## src/rtl/rtg_pkg.sv

```systemverilog
package rtg_pkg;
  localparam int DW       = 32;
  localparam int AW       = 4;
  localparam int CW       = 16;
  localparam int NT       = 8;
  localparam int CFG_W    = 5;
  localparam int KEY_ADDR = 0;
  localparam int CFG_ADDR = 1;
  localparam int TIM_BASE = 2;
  localparam logic [DW-1:0] UNLOCK_VAL = 32'h0000_4758;
  // configuration bit positions
  localparam int C_GEN   = 0;
  localparam int C_BLANK = 1;
  localparam int C_HS    = 2;
  localparam int C_VS    = 3;
  localparam int C_PANEL = 4;
  // shadow slot order (matches address minus TIM_BASE)
  localparam int S_HAT = 0;
  localparam int S_HBL = 1;
  localparam int S_HSY = 2;
  localparam int S_VAT = 3;
  localparam int S_VBL = 4;
  localparam int S_VSY = 5;
  localparam int S_PHS = 6;
  localparam int S_PVS = 7;
  localparam int NWIN  = 6;
  typedef logic [NT-1:0][DW-1:0] tim_bank_t;
endpackage

```

## src/rtl/rtg_regs.sv

```systemverilog
module rtg_regs
  import rtg_pkg::*;
(
  input  logic                 clk,
  input  logic                 rst_n,
  input  logic                 wr_en,
  input  logic [AW-1:0]        wr_addr,
  input  logic [DW-1:0]        wr_data,
  input  logic [AW-1:0]        rd_addr,
  output logic [DW-1:0]        rd_data,
  output logic [CFG_W-1:0]     cfg_q,
  output tim_bank_t            tim_q
);
  localparam int IW = $clog2(NT);

  logic [DW-1:0] key_q;
  logic          unlocked;

  assign unlocked = (key_q == UNLOCK_VAL);

  always_ff @(posedge clk) begin
    if (!rst_n) begin
      key_q <= '0;
      cfg_q <= '0;
    end else if (wr_en) begin
      if (int'(wr_addr) == KEY_ADDR)
        key_q <= wr_data;
      else if (unlocked && int'(wr_addr) == CFG_ADDR)
        cfg_q <= wr_data[CFG_W-1:0];
    end
  end

  for (genvar i = 0; i < NT; i++) begin : g_tim
    always_ff @(posedge clk) begin
      if (!rst_n)
        tim_q[i] <= '0;
      else if (wr_en && unlocked && int'(wr_addr) == TIM_BASE + i)
        tim_q[i] <= wr_data;
    end
  end

  always_comb begin
    int idx;
    idx = int'(rd_addr) - TIM_BASE;
    if (int'(rd_addr) == KEY_ADDR)
      rd_data = key_q;
    else if (int'(rd_addr) == CFG_ADDR)
      rd_data = {{(DW-CFG_W){1'b0}}, cfg_q};
    else if (idx >= 0 && idx < NT)
      rd_data = tim_q[idx[IW-1:0]];
    else
      rd_data = '0;
  end

  AST_LOCKED_WRITE: assert property (@(posedge clk) disable iff (!rst_n)
    (wr_en && int'(wr_addr) != KEY_ADDR && !unlocked) |=> ($stable(cfg_q) && $stable(tim_q)));
  AST_KEY_RELOCK: assert property (@(posedge clk) disable iff (!rst_n)
    (wr_en && int'(wr_addr) == KEY_ADDR && wr_data == '0) |=> !unlocked);
endmodule

```

## src/rtl/rtg_counter.sv

```systemverilog
module rtg_counter #(
  parameter int W = 16
) (
  input  logic         clk,
  input  logic         rst_n,
  input  logic         en,
  input  logic         step,
  input  logic [W-1:0] limit,
  output logic [W-1:0] cnt,
  output logic         wrap
);
  assign wrap = en && step && (cnt == limit);

  always_ff @(posedge clk) begin
    if (!rst_n || !en)
      cnt <= '0;
    else if (step)
      cnt <= wrap ? '0 : cnt + 1'b1;
  end

  AST_WRAP_TO_ZERO: assert property (@(posedge clk) disable iff (!rst_n)
    wrap |=> (cnt == '0));
  AST_IDLE_ZERO: assert property (@(posedge clk) disable iff (!rst_n)
    !en |=> (cnt == '0));
endmodule

```

## src/rtl/rtg_window.sv

```systemverilog
module rtg_window #(
  parameter int W = 16
) (
  input  logic [W-1:0] cnt,
  input  logic [W-1:0] lo,
  input  logic [W-1:0] hi,
  output logic         hit
);
  assign hit = (cnt > lo) && (cnt <= hi);
endmodule

```

## src/rtl/rtg_raster.sv

```systemverilog
module rtg_raster
  import rtg_pkg::*;
(
  input  logic          clk,
  input  logic          rst_n,
  input  logic          wr_en,
  input  logic [3:0]    wr_addr,
  input  logic [31:0]   wr_data,
  input  logic [3:0]    rd_addr,
  output logic [31:0]   rd_data,
  output logic [15:0]   pix_x,
  output logic [15:0]   pix_y,
  output logic          de,
  output logic          blank,
  output logic          hsync,
  output logic          vsync,
  output logic          panel_hsync,
  output logic          panel_vsync
);
  logic [CFG_W-1:0] cfg_q;
  tim_bank_t        tim_q;
  tim_bank_t        sh_q;
  logic             gen;
  logic             h_wrap, v_wrap, load;
  logic [CW-1:0]    h_cnt, v_cnt;
  logic [NWIN-1:0]  hit;
  logic [NWIN-1:0][CW-1:0] w_cnt, w_lo, w_hi;

  rtg_regs u_regs (
    .clk(clk), .rst_n(rst_n), .wr_en(wr_en), .wr_addr(wr_addr),
    .wr_data(wr_data), .rd_addr(rd_addr), .rd_data(rd_data),
    .cfg_q(cfg_q), .tim_q(tim_q)
  );

  assign gen  = cfg_q[C_GEN];
  assign load = !gen || (h_wrap && v_cnt == sh_q[S_VAT][CW-1:0]);

  always_ff @(posedge clk) begin
    if (!rst_n)
      sh_q <= '0;
    else if (load)
      sh_q <= tim_q;
  end

  rtg_counter #(.W(CW)) u_hcnt (
    .clk(clk), .rst_n(rst_n), .en(gen), .step(1'b1),
    .limit(sh_q[S_HAT][DW-1:CW]), .cnt(h_cnt), .wrap(h_wrap)
  );
  rtg_counter #(.W(CW)) u_vcnt (
    .clk(clk), .rst_n(rst_n), .en(gen), .step(h_wrap),
    .limit(sh_q[S_VAT][DW-1:CW]), .cnt(v_cnt), .wrap(v_wrap)
  );

  // window table: 0 hblank, 1 vblank, 2 hsync, 3 vsync, 4 panel hsync, 5 panel vsync
  localparam int WSRC [NWIN] = '{S_HBL, S_VBL, S_HSY, S_VSY, S_PHS, S_PVS};
  localparam logic [NWIN-1:0] WVERT = 6'b101010;

  for (genvar i = 0; i < NWIN; i++) begin : g_win
    assign w_cnt[i] = WVERT[i] ? v_cnt : h_cnt;
    assign w_lo[i]  = sh_q[WSRC[i]][CW-1:0];
    assign w_hi[i]  = sh_q[WSRC[i]][DW-1:CW];
    rtg_window #(.W(CW)) u_win (
      .cnt(w_cnt[i]), .lo(w_lo[i]), .hi(w_hi[i]), .hit(hit[i])
    );
  end

  assign pix_x       = h_cnt;
  assign pix_y       = v_cnt;
  assign de          = gen && (h_cnt <= sh_q[S_HAT][CW-1:0]) && (v_cnt <= sh_q[S_VAT][CW-1:0]);
  assign blank       = gen && cfg_q[C_BLANK] && (hit[0] || hit[1]);
  assign hsync       = gen && cfg_q[C_HS] && hit[2];
  assign vsync       = gen && cfg_q[C_VS] && hit[3];
  assign panel_hsync = gen && cfg_q[C_PANEL] && hit[4];
  assign panel_vsync = gen && cfg_q[C_PANEL] && hit[5];

  AST_IDLE_QUIET: assert property (@(posedge clk) disable iff (!rst_n)
    !gen |-> !(de || blank || hsync || vsync || panel_hsync || panel_vsync));
  AST_SHADOW_HOLD: assert property (@(posedge clk) disable iff (!rst_n)
    (gen && !load) |=> $stable(sh_q));
  AST_PANEL_GATED: assert property (@(posedge clk) disable iff (!rst_n)
    !cfg_q[C_PANEL] |-> !(panel_hsync || panel_vsync));
  AST_FRAME_WRAP: assert property (@(posedge clk) disable iff (!rst_n)
    v_wrap |=> (v_cnt == '0 && h_cnt == '0));
endmodule

```

## config.mk

```make
export PLATFORM = sky130hd
export DESIGN_NAME = rtg_raster
export DESIGN_NICKNAME = d
export VERILOG_FILES = /design/src/rtl/rtg_pkg.sv /design/src/rtl/rtg_regs.sv /design/src/rtl/rtg_counter.sv /design/src/rtl/rtg_window.sv /design/src/rtl/rtg_raster.sv
export SDC_FILE = /design/constraint.sdc
export NUM_CORES = 2
export LEC_CHECK = 0
export BUFFER_PORTS_ARGS = -buffer_cell sky130_fd_sc_hd__buf_2
export CAP_MARGIN = 5
export CORE_MARGIN = 8
export CORE_UTILIZATION = 59
export CTS_CLUSTER_SIZE = 40
export DETAILED_ROUTE_END_ITERATION = 8
export GPL_ROUTABILITY_DRIVEN = 0
export PLACE_DENSITY = 0.78
export SYNTH_ARGS = -nofsm -noshare
export SYNTH_HDL_FRONTEND = slang
export SYNTH_SLANG_ARGS = --single-unit
```

## constraint.sdc

```tcl
create_clock -name clk -period 2.69 [get_ports clk]
set_clock_uncertainty 0.2 [all_clocks]
set_input_delay 0.1345 -clock clk [delete_from_list [all_inputs] [get_ports clk]]
set_output_delay 0.1345 -clock clk [all_outputs]
set_load 0.03 [all_outputs]
```

======== After elaboration in Yosys (flattened, before gate mapping) ========
Index checks and enable logic that the tools add are counted.
cells by class
  $add $sub $neg .......................... 3
  $lt $le $gt $ge ......................... 17
  equality and inequality tests ........... 14
  muxes and demuxes ....................... 6
  bitwise operators ....................... 1
  reductions and logical operators ........ 42
operator list
  operator                                                count
  less-or-equal comparator 16 bit                         8
  two-way mux 32 bit                                      4
  binary-select mux 32 bit (select 3 bit)                 1
  greater-than comparator 16 bit                          6
  equality test 16 bit                                    3
  adder 16 x 1 -> 16 bit (second input constant)          2
  equality test 32 x 15 -> 1 bit (second input constant)  1
  >= comparator 32 x 1 -> 1 bit (second input constant)   1
  logical AND 1 bit                                       32
  < comparator 32 x 5 -> 1 bit (second input constant)    1
  equality test 4 bit (second input constant)             6
  two-way mux 16 bit                                      1
  equality test 4 x 2 -> 1 bit (second input constant)    2
  equality test 4 x 3 -> 1 bit (second input constant)    2
  zero test 4 bit                                         2
  subtractor 4 x 2 -> 5 bit (second input constant)       1
  < comparator 3 x 4 -> 1 bit (second input constant)     1
  logical OR 1 bit                                        3
  AND reduction 3 bit                                     1
  zero test 1 bit                                         2
  AND reduction 2 bit                                     1
  OR reduction 2 bit                                      1
  NOT 1 bit                                               1
word-level totals
  bits in registers ....................... 581
  bits of input ports ..................... 43
  output and inout port bits .............. 70
  logic and storage cells ................. 103

======== Logic depth before layout (Yosys ltp) ========
  depth after elaboration ................. 6
  depth in mapped cells ................... 13
  gate-level depth less buffers ........... 9

======== Modules after synthesis ========
From an unflattened synthesis, not the netlist that was laid out.
second synthesis, totals
  cell total of the unflattened synthesis .. 3374
  area total of the unflattened synthesis .. 29899.9 µm²
modules (own cells, without submodules)
  module                            instances  cells an instance  area each (µm²)  sequential area each (µm²)
  rtg_regs                          1          1282               12937.4          5865.6
  rtg_raster                        1          1229               10390.0          5124.9
  rtg_window at g_win[0].u_win ...  3          110                800.8            0.0
  rtg_counter                       2          102                885.8            320.3
  rtg_window at g_win[4].u_win ...  2          110                798.3            0.0
  rtg_window at g_win[3].u_win      1          109                802.0            0.0

======== Least setup slack after synthesis ========
Ideal clock, no wire load.
  path type ............................... flip-flop to output port
  start point ............................. register u_vcnt.cnt[5]
  end point ............................... output panel_vsync
  arrival time ............................ 3.305 ns
  data required time ...................... 2.355 ns
  setup slack ............................. -0.950 ns
  cell stages (with the launch flop) ...... 8
  path buffers ............................ 0
  cell sequence ........................... dfxtp_1 -> ha_1 -> a21o_1 -> a21o_1 -> a21oi_1 -> o21ai_0 -> a21o_1 -> a2111oi_0
on the way
  cells in the longest elaborated chain, start to end .. 3
  elaborated cells between the ends (all ways) .. 4
  classes of those cells .................. 2 x order compare; 2 x reduce/logical
RTL lines
  item                                                                               RTL line           source
  start, declared                                                                    rtg_counter.sv:9   output logic [W-1:0] cnt,
  start signal, assigned                                                             rtg_counter.sv:18  cnt <= wrap ? '0 : cnt + 1'b1;
  greater-than comparator 16 bit or less-or-equal comparator 16 bit (tied branches)  rtg_window.sv:9    assign hit = (cnt > lo) && (cnt <= hi);
  logical AND 1 bit *                                                                rtg_window.sv:9
  logical AND 1 bit *                                                                rtg_raster.sv:74   assign panel_vsync = gen && cfg_q[C_PANEL] && hit[5];
  end, declared                                                                      rtg_raster.sv:18   output logic panel_vsync
Every way passes the cells marked *; elsewhere a longest branch is shown, timed or not.

======== Worst setup path in the final report ========
  start point ............................. register u_vcnt.cnt[10]
  end point ............................... output blank
on the way
  cells in the longest elaborated chain, start to end .. 4
  elaborated cells between the ends (all ways) .. 5
  classes of those cells .................. 2 x order compare; 3 x reduce/logical
RTL lines
  item                                                                               RTL line          source
  greater-than comparator 16 bit or less-or-equal comparator 16 bit (tied branches)  rtg_window.sv:9
  logical AND 1 bit *                                                                rtg_window.sv:9
  logical OR 1 bit *                                                                 rtg_raster.sv:70  assign blank = gen && cfg_q[C_BLANK] && (hit[0] || hit[1]);
  logical AND 1 bit *                                                                rtg_raster.sv:70
  end, declared                                                                      rtg_raster.sv:14  output logic blank,
Marked as above.

==> results.sh <==
export IMPL_run_status="finished with violations"
export IMPL_violations="setup timing"
export IMPL_multi_input_comb_area_um2=18700
export IMPL_fraction_of_layout_instances_using_a_drive_strength_above_1_pct=25.6
export IMPL_route_detailed_drc=0
export IMPL_layout_min_cycle_time_ps=3510
export IMPL_ff_latch_area_um2=11700
export IMPL_max_clock_freq_ghz=0.285
export IMPL_netlist_area_leader_share_pct=38.7
export IMPL_initial_core_util_pct=59.8
export IMPL_grt_overflow_total=0
export IMPL_port_buffers=112
export IMPL_ys_ff_latch=581
export IMPL_synth_area_um2=30100
export IMPL_rr_startpoint="u_regs.key_q[23]"
export IMPL_antenna_found_initial=6
export IMPL_count_of_synthesis_stage_warnings_from_yosys=0
export IMPL_die_y_um=242
export IMPL_fin_ws_ps=-821
export IMPL_worstReg2RegEnd="u_regs.tim_q[52]"
export IMPL_htree_levels=2
export IMPL_nets=4139
export IMPL_synth_top_cells_by_count="913 x nand2_1, 581 x dfxtp_1, 288 x nand3_1"
export IMPL_clock_network_fraction_of_design_power_pct=48.4
export IMPL_worst_ir_drop_vdd_mv=0.465
export IMPL_synth_largest_area_cell="dfxtp_1"
export IMPL_ff2ff_path_depth=9
export IMPL_comb_power_share_pct=4.2
export IMPL_p_leak_nw=15.3
export IMPL_iteration_0_drc_count_of_the_detailed_router=4817
export IMPL_placement_setup_worst_slack_ps=-96.2
export IMPL_maxSlewHeadroom_pct=31.1
export IMPL_p_switching_w=0.00421
export IMPL_cp_max_fo=6
export IMPL_syn_inst=3646
export IMPL_syn_avg_cell_area_um2=8.25
export IMPL_num_io_pins=113
export IMPL_dieArea_um2=58500
export IMPL_cts_made_buffers=58
export IMPL_cp_arrival_ps=3180
export IMPL_dp_hpwl_um=66400
export IMPL_postRouteAntennaNets=0
export IMPL_hold_viol=0
export IMPL_first_pass_grt_wire_length_um=151000
export IMPL_max_clock_path_buffers=3
export IMPL_maxSlewViolCount=0
export IMPL_r2r_setup_slack_ps=-450
export IMPL_synth_enable_flop_cells=0
export IMPL_yosys_cell_count_top_type="nand2_1"
export IMPL_total_power_w=0.0181
export IMPL_numClockSinks=581
export IMPL_worstPathRequired_ps=2360
export IMPL_grt_pass1_vias=26700
export IMPL_postSynthNetCount=3916
export IMPL_cell_internal_pwr_w=0.0139
export IMPL_synth_top_cells_by_area="dfxtp_1 39%, nand2_1 11%, ha_1 9.4%"
export IMPL_post_drt_wl_per_cell_um=26.1
export IMPL_detail_route_vias_per_cell=6.60
export IMPL_end_kind="primary output"
export IMPL_fin_hold_ws_ps=214
export IMPL_worstSetupStartpointType="register"
export IMPL_path_class="register to primary output"
export IMPL_cts_tree="built"
export IMPL_largest_net_degree_at_the_start_of_global_routing=116
export IMPL_routed_wirelength_um=120000
export IMPL_power_switching_fraction_pct=23.2
export IMPL_synth_async_sr_flop_share_pct=0
export IMPL_grt_setup_unrepaired="true"
export IMPL_worstSkewPairLatency_ps=670
export IMPL_critical_path_startpoint="u_vcnt.cnt[10]"
export IMPL_setup_viol=541
export IMPL_fp_row_count=82
export IMPL_sequential_to_total_area_share_from_yosys_stat_pct=38.7
export IMPL_global_router_s_overall_resource_usage_pct=32.3
export IMPL_endpoint="blank"
export IMPL_cap_violations=0
export IMPL_hold_path_class="primary input to register"
export IMPL_tightest_slew_ps=1030
export IMPL_post_synth_num_cell_types=51
export IMPL_min_period_over_period_pct=131
export IMPL_synthFlopType="dfxtp_1"
export IMPL_worst_setup_hold_path_clk_slew_ps=70
export IMPL_floorplan_die_width_um=242
export IMPL_vias_after_detailed_routing=30300
export IMPL_floorplan_core_area_um2=50300
export IMPL_area_added_between_synthesis_and_finish_pct=30.4
export IMPL_seq_power_share_pct=47.5
export IMPL_drt_pass1_iterations=6
export IMPL_fillers=2912
export IMPL_root_buffer="clkbuf_16"
export IMPL_powerDensity_nw_per_um2=462
[layer usage]
metal	up-vias	track usage, %	wire [µm]
met5	-	0	11
met4	2	19.9	10500
met3	767	5.89	15900
met2	2508	52.3	51900
met1	14200	39.6	41700
li1	12800	-	-
[worst max-delay path, cell delays in order (launching register included)]
cell	delay (ps)
dfxtp_1	310
buf_4	180
ha_1	340
nand4_1	300
a21oi_2	270
a2111oi_2	80
o21ai_1	240
nand3_2	320
a21oi_4	300
buf_6	160
[flip-flops by register name, summed over array words and instances, names as in the netlist]
register / count
u_vcnt.cnt: 16
sh_q: 256
u_regs.tim_q: 256
u_regs.cfg_q: 5
u_regs.key_q: 32
u_hcnt.cnt: 16
[logic make-up after synthesis]
logic type	after synthesis	synth area share [%]
flops	581	38.7
simple gates	1406	20.1
compound gates	781	16.7
mux	96	5.86
xor+xnor	60	1.75
fa+ha+maj	227	9.44
buf+inv	495	7.49
[how the worst min path moves through the flow]
| stage | startpoint | endpoint | slack (ps) | cells after the start |
|---|---|---|---|---|
| floorplan | wr_addr[3] | u_regs.cfg_q[4] | 160 | 3 |
| global placement | sh_q[255] | sh_q[255] | 240 | 2 |
| detailed placement | sh_q[76] | sh_q[76] | 240 | 2 |
| CTS | wr_data[18] | u_regs.tim_q[82] | 190 | 4 |
| global route | wr_data[7] | u_regs.tim_q[231] | 220 | 4 |
| finish | wr_data[7] | u_regs.tim_q[135] | 210 | 4 |
[power by group through the flow]
stage          clock (W)  sequential [W]  combinational [W]
3_5_place_dp           0         0.00880           0.000614
6_report         0.00876         0.00860           0.000758
2_1_floorplan          0         0.00880           0.000429
3_3_place_gp           0         0.00880           0.000613
4_1_cts          0.00864         0.00860           0.000666
5_1_grt          0.00910         0.00859           0.000777
[stage by stage]
| stage | TNS, ps | area (µm²) | util [%] | instances |
|---|---|---|---|---|
| global placement | -1810 | 32100 | 63.8 | 4324 |
| finish | -113170 | 39200 | 78.0 | 4591 |
| floorplan | 0 | 30100 | - | 3646 |
| CTS | -2270 | 35800 | 71.3 | 4500 |
| global route | -117460 | 39200 | 78.0 | 4589 |
| detailed placement | -5610 | 32100 | 63.8 | 4324 |
[placed cells by master (no fill, tap or decap), drive strengths merged, types with 38 or more instances in the layout]
cell,count
a21boi,293
a21o,68
a21oi,73
buf,349
clkbuf,137
dfxtp,581
dlygate4sd3,38
ha,227
inv,221
mux4,64
nand2,913
nand3,288
nand4,63
nor2,60
o21ai,316
xor2,40
[what timing repair did]
action | CTS | global route
hold buffers | 38 | 0
pin swaps | 106 | 284
gates resized for setup | 229 | 463
cloned | 5 | 57
endpoints found under the hold margin | 337 | 0
endpoints found under the setup margin | 365 | 460
buffers inserted | 30 | 34
[final cells by class]
type	count	share of cell area (%)
well taps	672	2.14
clock buffers	88	4.48
multi-input cells	2570	47.6
clock inverters	18	0.638
diodes	4	0.0255
inverters	222	2.14
flip-flops and latches	581	29.8
repair buffers	436	13.1
Note: power is estimated with default switching activity, not from simulation.
